===== src/rtl/vrfs_pkg.sv =====
`timescale 1ns/1ps
package vrfs_pkg;
  typedef enum logic [1:0] {
    DRV_RUN   = 2'd0,
    DRV_HIZ   = 2'd1,
    DRV_LS_ON = 2'd2
  } drv_mode_e;

  function automatic int unsigned cnt_width(input int unsigned limit);
    return (limit < 2) ? 1 : $clog2(limit);
  endfunction
endpackage


===== src/rtl/vrfs_oc_phase.sv =====
`timescale 1ns/1ps
module vrfs_oc_phase #(
  parameter int unsigned OC_LIMIT = 15
) (
  input  logic clk_i,
  input  logic rst_ni,
  input  logic cyc_tick_i,
  input  logic oc_i,
  output logic trip_o
);
  localparam int unsigned CW = vrfs_pkg::cnt_width(OC_LIMIT);
  localparam logic [CW-1:0] LAST = CW'(OC_LIMIT - 1);

  logic [CW-1:0] cnt_q;

  always_ff @(posedge clk_i or negedge rst_ni) begin
    if (!rst_ni)            cnt_q <= '0;
    else if (cyc_tick_i) begin
      if (!oc_i)            cnt_q <= '0;
      else if (cnt_q != LAST) cnt_q <= cnt_q + 1'b1;
    end
  end

  assign trip_o = cyc_tick_i & oc_i & (cnt_q == LAST);

  AST_OC_CLEAN_CLEARS: assert property (@(posedge clk_i) disable iff (!rst_ni)
    (cyc_tick_i && !oc_i) |=> (cnt_q == '0));
  AST_OC_CNT_BOUND: assert property (@(posedge clk_i) disable iff (!rst_ni)
    cnt_q <= LAST);
  AST_OC_HOLD_NO_TICK: assert property (@(posedge clk_i) disable iff (!rst_ni)
    !cyc_tick_i |=> $stable(cnt_q));
endmodule


===== src/rtl/vrfs_ovp_detect.sv =====
`timescale 1ns/1ps
module vrfs_ovp_detect #(
  parameter int unsigned VCODE_W   = 9,
  parameter int unsigned OFS_NORM  = 30,
  parameter int unsigned OFS_HIGH  = 170,
  parameter int unsigned DLY_TICKS = 2
) (
  input  logic               clk_i,
  input  logic               rst_ni,
  input  logic [VCODE_W-1:0] vout_i,
  input  logic [VCODE_W-1:0] vmax_i,
  input  logic               ofs_hi_i,
  input  logic               us_tick_i,
  output logic               trip_o
);
  localparam int unsigned TW = VCODE_W + 2;
  localparam int unsigned DW = vrfs_pkg::cnt_width(DLY_TICKS);
  localparam logic [DW-1:0] LAST = DW'(DLY_TICKS - 1);

  logic          armed_q, ofs_sel_q;
  logic [DW-1:0] dcnt_q;
  logic [TW-1:0] thr, vext;
  logic          over;

  assign thr  = TW'(vmax_i) + (ofs_sel_q ? TW'(OFS_HIGH) : TW'(OFS_NORM));
  assign vext = TW'(vout_i);
  assign over = vext > thr;

  always_ff @(posedge clk_i or negedge rst_ni) begin
    if (!rst_ni) begin
      armed_q   <= 1'b0;
      ofs_sel_q <= 1'b0;
      dcnt_q    <= '0;
    end else begin
      if (!armed_q) begin
        armed_q   <= 1'b1;
        ofs_sel_q <= ofs_hi_i;  // margin picked once at POR release
      end
      if (!armed_q || !over)               dcnt_q <= '0;
      else if (us_tick_i && dcnt_q != LAST) dcnt_q <= dcnt_q + 1'b1;
    end
  end

  assign trip_o = armed_q & over & us_tick_i & (dcnt_q == LAST);

  AST_OVP_OFS_FROZEN: assert property (@(posedge clk_i) disable iff (!rst_ni)
    armed_q |=> $stable(ofs_sel_q));
  AST_OVP_BREAK_CLEARS: assert property (@(posedge clk_i) disable iff (!rst_ni)
    (armed_q && !over) |=> (dcnt_q == '0));
  AST_OVP_ARM_STAYS: assert property (@(posedge clk_i) disable iff (!rst_ni)
    armed_q |=> armed_q);
endmodule


===== src/rtl/vr_fault_supervisor.sv =====
`timescale 1ns/1ps
module vr_fault_supervisor #(
  parameter int unsigned NUM_PHASES = 4,
  parameter int unsigned OC_LIMIT   = 15,
  parameter int unsigned VCODE_W    = 9,
  parameter int unsigned OFS_NORM   = 30,
  parameter int unsigned OFS_HIGH   = 170,
  parameter int unsigned DLY_TICKS  = 2
) (
  input  logic                  clk_i,
  input  logic                  rst_ni,
  input  logic                  cyc_tick_i,
  input  logic [NUM_PHASES-1:0] oc_flag_i,
  input  logic                  us_tick_i,
  input  logic [VCODE_W-1:0]    vout_i,
  input  logic [VCODE_W-1:0]    vmax_i,
  input  logic                  ofs_hi_i,
  output logic [NUM_PHASES-1:0] hs_block_o,
  output logic                  pwm_hiz_o,
  output logic                  ls_force_o,
  output logic                  ocp_latched_o,
  output logic                  ovp_latched_o,
  output logic                  shutdown_req_o
);
  import vrfs_pkg::*;

  logic [NUM_PHASES-1:0] ph_trip;
  logic                  ovp_trip;
  logic                  ocp_q, ovp_q;
  drv_mode_e             mode;

  for (genvar p = 0; p < NUM_PHASES; p++) begin : g_phase
    vrfs_oc_phase #(.OC_LIMIT(OC_LIMIT)) u_oc (
      .clk_i      (clk_i),
      .rst_ni     (rst_ni),
      .cyc_tick_i (cyc_tick_i),
      .oc_i       (oc_flag_i[p]),
      .trip_o     (ph_trip[p])
    );
  end

  vrfs_ovp_detect #(
    .VCODE_W   (VCODE_W),
    .OFS_NORM  (OFS_NORM),
    .OFS_HIGH  (OFS_HIGH),
    .DLY_TICKS (DLY_TICKS)
  ) u_ovp (
    .clk_i     (clk_i),
    .rst_ni    (rst_ni),
    .vout_i    (vout_i),
    .vmax_i    (vmax_i),
    .ofs_hi_i  (ofs_hi_i),
    .us_tick_i (us_tick_i),
    .trip_o    (ovp_trip)
  );

  always_ff @(posedge clk_i or negedge rst_ni) begin
    if (!rst_ni) begin
      ocp_q <= 1'b0;
      ovp_q <= 1'b0;
    end else begin
      if (|ph_trip) ocp_q <= 1'b1;
      if (ovp_trip) ovp_q <= 1'b1;
    end
  end

  // OVP low-side clamp outranks OCP tri-state
  always_comb begin
    if (ovp_q)      mode = DRV_LS_ON;
    else if (ocp_q) mode = DRV_HIZ;
    else            mode = DRV_RUN;
  end

  assign hs_block_o     = oc_flag_i | {NUM_PHASES{mode == DRV_LS_ON}};
  assign pwm_hiz_o      = (mode == DRV_HIZ);
  assign ls_force_o     = (mode == DRV_LS_ON);
  assign ocp_latched_o  = ocp_q;
  assign ovp_latched_o  = ovp_q;
  assign shutdown_req_o = ocp_q | ovp_q;

  AST_OCP_STICKY: assert property (@(posedge clk_i) disable iff (!rst_ni)
    ocp_q |=> ocp_q);
  AST_OVP_STICKY: assert property (@(posedge clk_i) disable iff (!rst_ni)
    ovp_q |=> ovp_q);
  AST_DRV_EXCLUSIVE: assert property (@(posedge clk_i) disable iff (!rst_ni)
    !(pwm_hiz_o && ls_force_o));
  AST_OCP_CAUSE: assert property (@(posedge clk_i) disable iff (!rst_ni)
    $rose(ocp_q) |-> $past(|ph_trip));
  AST_SD_ON_FAULT: assert property (@(posedge clk_i) disable iff (!rst_ni)
    (ocp_latched_o || ovp_latched_o) |-> shutdown_req_o);
endmodule


===== config.mk =====
export PLATFORM = sky130hd
export DESIGN_NAME = vr_fault_supervisor
export DESIGN_NICKNAME = d
export VERILOG_FILES = /design/src/rtl/vrfs_pkg.sv /design/src/rtl/vrfs_oc_phase.sv /design/src/rtl/vrfs_ovp_detect.sv /design/src/rtl/vr_fault_supervisor.sv
export SDC_FILE = /design/constraint.sdc
export NUM_CORES = 1
export LEC_CHECK = 0
export BUFFER_PORTS_ARGS = -buffer_cell sky130_fd_sc_hd__buf_2
export CAP_MARGIN = 30
export CORE_ASPECT_RATIO = 1.2
export CORE_MARGIN = 4
export CORE_UTILIZATION = 45
export DETAILED_ROUTE_END_ITERATION = 10
export GPL_TIMING_DRIVEN = 0
export PLACE_DENSITY = 0.69
export SETUP_SLACK_MARGIN = 0.4
export SLEW_MARGIN = 20
export SYNTH_ARGS = -nofsm -noshare
export SYNTH_HDL_FRONTEND = slang
export SYNTH_SLANG_ARGS = --single-unit

===== constraint.sdc =====
create_clock -name clk_i -period 3.9 [get_ports clk_i]
set_clock_uncertainty 0.15 [all_clocks]
set_input_delay 0.585 -clock clk_i [delete_from_list [all_inputs] [get_ports clk_i]]
set_output_delay 0.585 -clock clk_i [all_outputs]
set_load 0.1 [all_outputs]

==> impl_metrics.ini, run 1 <==
[place]
pre_cts_slack_ns = 0.3385
hpwl_um = 2756
post_dp_cell_area_um2 = 1717
place.gp.congestion = 0.7823
io_buffers = 34

[global_routing]
grt.overflow.total = 0
grt_util_met1_pct = 17.29
globalRoute.busiestLayer = met2
grtUsageMet3_pct = 2.523
grt_usage_pct = 16.77
grt_pass1_wl_um = 5699
antenna_found_initial = 0
grt_max_degree = 22
grt_pass1_vias = 1421
grt_use_met2_pct = 31.87

[logic_synthesis]
async_flop_share_pct = 100.0
synth_top_cell_by_area = dfrtp_1
ys_ff_latch = 21
ys.flop_type = dfrtp_1
synth.top_cells.by_area = dfrtp_1 35%, ha_1 18%, o21ai_0 7.3%
synthTopCellsByCount = 22 x nand2_1, 22 x o21ai_0, 21 x dfrtp_1, 21 x ha_1
syn_avg_cell_area_um2 = 8.884
synthesis.area_um2 = 1501
synth_warnings = 0
synth_edf_count = 0
synthesis.nets = 218
synth_cell_types = 32
ys_seq_area_share_pct = 35.00
synthCells = 169
synth_top_area_share_pct = 35.00

[clocking]
cts_buffers = 3
cts_htree_levels = 1
postCtsSetupRepairBufs = 0
root_buffer = clkbuf_4
clockBufferDepth = 2
clkSlewWorstSetupHoldPaths_ns = 0.12
cts_sinks = 21
cts_tree = done
hold_buffers = 0
clock_latency_ns = 0.30

[finish]
areaGrowthSynthToFinish_pct = 16.42
fill_cells = 305
antenna_cells = 0
drive_above_1_share_pct = 21.74
seqCellArea_um2 = 525.5
multi_input_area_um2 = 930.9
nNetsFinal = 257
final_area_um2 = 1748

[timing]
fin_setup_tns_ns = 0
fin_crit_sh_pct = 85.43
fin_crit_ns = 3.332
rsz0062_at_grt = no
clock.fmax_ghz = 0.3002
slew_viol_final = 0
setup_viol = 0
setup_slack_ns = 0.5684
hold_ws_ns = 0.07386
hold_viol = 0

[worst_setup_path]
path_class = reg2reg
crit_fanout = 5
cp-end-kind = register
startpoint = u_ovp.ofs_sel_q
arrival_ns = 3.39
reg2reg_from = u_ovp.ofs_sel_q
cp-start-kind = register
cp_data_required_time_ns = 3.95

[pwr]
ir_worst_vdd_uv = 561.3
p_leak_nw = 0.8946
power_density_nw_per_um2 = 469.3

[route]
avgRoutedWirePerCell_um = 14.12
wl_um = 3430
drcViolationCount = 0
vias = 1377
postRouteAntennaNets = 0
first_pass_iters = 4
drt_iter0_markers = 53
vias_per_cell = 5.667

[floorplanning]
die_w_um = 60.73
dieArea_um2 = 4329
start_util_pct = 47.85
coreArea_um2 = 3138
die_h_um = 71.28
io-pin-count = 36
num_rows = 22

[flow_run]
maxCapViolCount = 0

[run_status]
status = finished, final reports clean

[hold_path]
holdCritPathClass = in2async
==> worst paths after layout <==
check	endpoint	slack (ns)	cells after the start
worst max register to register	ovp_latched_o	0.57	13
max in group asynchronous	g_phase[0].u_oc.cnt_q[2]	3.19	1
worst max-delay path	ovp_latched_o	0.57	13
worst min-delay path	g_phase[0].u_oc.cnt_q[0]	0.07	1
min in group clk_i	g_phase[3].u_oc.cnt_q[3]	0.35	1
worst min register to register	g_phase[3].u_oc.cnt_q[3]	0.35	1
==> logic make-up after synthesis <==
family / count (synthesis) / share of synthesized area [%]
other cells: 1 / 0.2498
xor+xnor: 6 / 3.500
fa+ha+maj: 22 / 18.83
buf+inv: 13 / 3.333
flops: 21 / 35.00
simple gates: 63 / 21.42
compound gates: 42 / 16.92
mux: 1 / 0.7499
==> per-layer routing <==
metal / routed length, µm / vias up
li1: - / 677
met1: 1372 / 657
met2: 1831 / 39
met3: 192 / 4
met4: 34 / 0
met5: 0 / -
==> what timing repair did <==
| action | in CTS | in global routing |
|---|---|---|
| endpoints found under the setup margin | 0 | 1 |
| endpoints found under the hold margin | 0 | 0 |
| gates resized for setup | 0 | 1 |
==> worst max-delay path, stage by stage, from the launching register on <==
cell and delay, ns:
dfrtp_1 0.46, inv_1 0.09, ha_1 0.29, a211oi_2 0.29, o21bai_1 0.12, a21oi_1 0.24, o21bai_1 0.11, xnor2_1 0.13
ha_1 0.29, nand2_1 0.09, or4_1 0.54, nand3_1 0.10, a41oi_1 0.06, a41o_1 0.26
==> where the power goes <==
| group | total [mW] | internal [mW] | switching [mW] |
|---|---|---|---|
| sequential | 0.284 | 0.245 | 0.0392 |
| combinational | 0.430 | 0.110 | 0.321 |
| clock | 0.106 | 0.0399 | 0.0662 |
| total | 0.820 | 0.394 | 0.426 |
==> flip-flops by register name, summed over array words and instances (netlist names) <==
register and cells:
u_ovp.armed_q 1, u_ovp.dcnt_q 1, ovp_latched_o 1, u_ovp.ofs_sel_q 1, ocp_latched_o 1, g_phase.u_oc.cnt_q 16
==> stage by stage <==
stage               util (%)  instances  total power [mW]
floorplan                  -        169            0.6272
global placement       54.70        239            0.7032
detailed placement     54.70        239            0.7213
CTS                    55.54        243            0.8292
global route           55.70        243            0.8740
finish                 55.70        243            0.8203
==> area by class of cell <==
cell class	instances	area share, %
buffer	3	0.7158
clock buffer	4	1.503
inverter	10	2.147
multi-input combinational	135	53.26
sequential	21	30.06
tap	36	2.577
timing repair buffer	34	9.735
==> cell usage in the layout (no fill, tap or decap), drive strengths merged <==
cell type / netlist / routed
buf: 1 / 35
nand2: 22 / 22
o21ai: 22 / 22
ha: 21 / 21
dfrtp: 21 / 21
inv: 10 / 10
nand3: 10 / 10
nand2b: 8 / 8
nand4: 8 / 8
a21oi: 7 / 7
clkbuf: 2 / 6
or2: 5 / 5
nor2b: 4 / 4
xnor2: 4 / 4
o21bai: 2 / 2
nor2: 2 / 2
xor2: 2 / 2
a41oi: 2 / 2
a22o: 2 / 2
a211oi: 2 / 2
nor3: 1 / 1
a221oi: 1 / 1
or4: 1 / 1
and3: 1 / 1
o211a: 1 / 1
mux2: 1 / 1
a21o: 1 / 1
a41o: 1 / 1
and2: 1 / 1
o31ai: 1 / 1
fa: 1 / 1
conb: 1 / 1
Power figures use the tool's default switching activity.
==> run 2, diff against run 1 <==
CORE_UTILIZATION = 25   (was 45)
CTS_CLUSTER_DIAMETER = 50   (was not set)
PLACE_DENSITY = not set   (was 0.69)
==> impl_metrics.ini, run 2 (synthesis results as in run 1) <==
[floorplanning]
die_h_um = 92.90
io-pin-count = 36
coreArea_um2 = 5743
dieArea_um2 = 7315
start_util_pct = 26.14
die_w_um = 78.75
num_rows = 30

[worst_setup_path]
startpoint = u_ovp.ofs_sel_q
cp-end-kind = register
crit_fanout = 5
arrival_ns = 3.25
r2r_slack_ns = 0.64
cp-start-kind = register
cp_data_required_time_ns = 3.90
timing.rr.end = ovp_latched_o
path_class = reg2reg
rr_worst_depth = 13
reg2reg_from = u_ovp.ofs_sel_q

[clocking]
cts_tree = done
cts_htree_levels = 1
hold_buffers = 0
root_buffer = clkbuf_8
clock_latency_ns = 0.26
clkSlewWorstSetupHoldPaths_ns = 0.08
clockBufferDepth = 2
cts_buffers = 3
cts_sinks = 21

[run_status]
status = finished, final reports clean

[finish]
fin_util_pct = 31.72
final_common_cell = buf_2
fill_cells = 597
final_cell_mix = 35 x buf_2, 22 x nand2_1, 22 x o21ai_0
final_area_um2 = 1822
areaGrowthSynthToFinish_pct = 21.33
regMostFlops = g_phase.u_oc.cnt_q
largest_register_ffs = 16
antenna_cells = 0
nNetsFinal = 257
drive_above_1_share_pct = 21.74

[hold_path]
holdCritPathClass = in2async

[pwr]
ir_worst_vdd_uv = 509.2
power_density_nw_per_um2 = 466.6
p_leak_nw = 0.9024

[place]
place.gp.congestion = 0.7620
post_dp_cell_area_um2 = 1772
io_buffers = 34
hpwl_um = 2468

[route]
drcViolationCount = 0
drt_iter0_markers = 41
first_pass_iters = 4
vias_per_cell = 4.491
postRouteAntennaNets = 0
wl_um = 3108
avgRoutedWirePerCell_um = 10.83
vias = 1289

[timing]
fin_setup_tns_ns = 0
setup_viol = 0
slew_viol_final = 0
hold_viol = 0
fin_crit_ns = 3.258
clock.fmax_ghz = 0.3069
rsz0062_at_grt = no
fin_crit_sh_pct = 83.54

[global_routing]
grt.overflow.total = 0
grt_max_degree = 22
grt_pass1_wl_um = 5520
grt_pass1_vias = 1234
grt_usage_pct = 9.215
antenna_found_initial = 0

[flow_run]
maxCapViolCount = 0
## run 2: cell counts in the layout (fill, tap and decap cells not counted)
Identical to the previous run, type by type.
## run 2: critical path: stages (launching register included)
cell and delay, ns:
dfrtp_1 0.43, inv_1 0.09, ha_1 0.29, a211oi_2 0.29, o21bai_1 0.09, a21oi_1 0.24, o21bai_1 0.12, xnor2_1 0.13
ha_1 0.29, nand2_1 0.08, or4_1 0.53, nand3_1 0.10, a41oi_1 0.06, a41o_1 0.27
## run 2: metal layers
metal / up-vias / part of all wire [%] / track usage, %
met4: 0 / 0.55 / 3.061
met1: 573 / 49 / 13.55
met2: 37 / 43 / 13.60
met3: 2 / 7.2 / 1.459
met5: - / 0 / 0
li1: 677 / - / -
## run 2: worst max path at each step
stage	end
after floorplan	ovp_latched_o
after global placement	ovp_latched_o
after detailed placement	ovp_latched_o
after CTS	ovp_latched_o
after global routing	ovp_latched_o
final	ovp_latched_o
## run 2: where the power goes
group	internal, mW	switching (mW)	total [mW]	leakage [nW]
sequential	0.245	0.0359	0.281	0.277
combinational	0.108	0.318	0.426	0.603
clock	0.0727	0.0703	0.143	0.0228
## run 2: timing repair
action | in CTS | in global routing
buffers inserted | 0 | 0
resized for setup | 0 | 1
setup endpoints to repair | 0 | 1
## run 2: area by class of cell
class	count	area (µm²)	share of cell area (%)
multi-input combinational	135	930.9	51.10
sequential	21	525.5	28.85
timing repair buffer	34	170.2	9.341
tap	80	100.1	5.494
clock buffer	4	45.04	2.473
inverter	10	37.54	2.060
buffer	3	12.51	0.6868
## run 2: through the flow
step	power [mW]	hold slack [ns]	cells	setup WS [ns]
finish	0.8501	0.1200	287	0.6419
global route	0.9115	0.1547	287	0.4180
CTS	0.8585	0.1424	287	0.5305
detailed placement	0.7136	0.3244	283	0.3534
global placement	0.7088	0.3169	283	0.3917
floorplan	0.6272	0.1394	169	0.7136
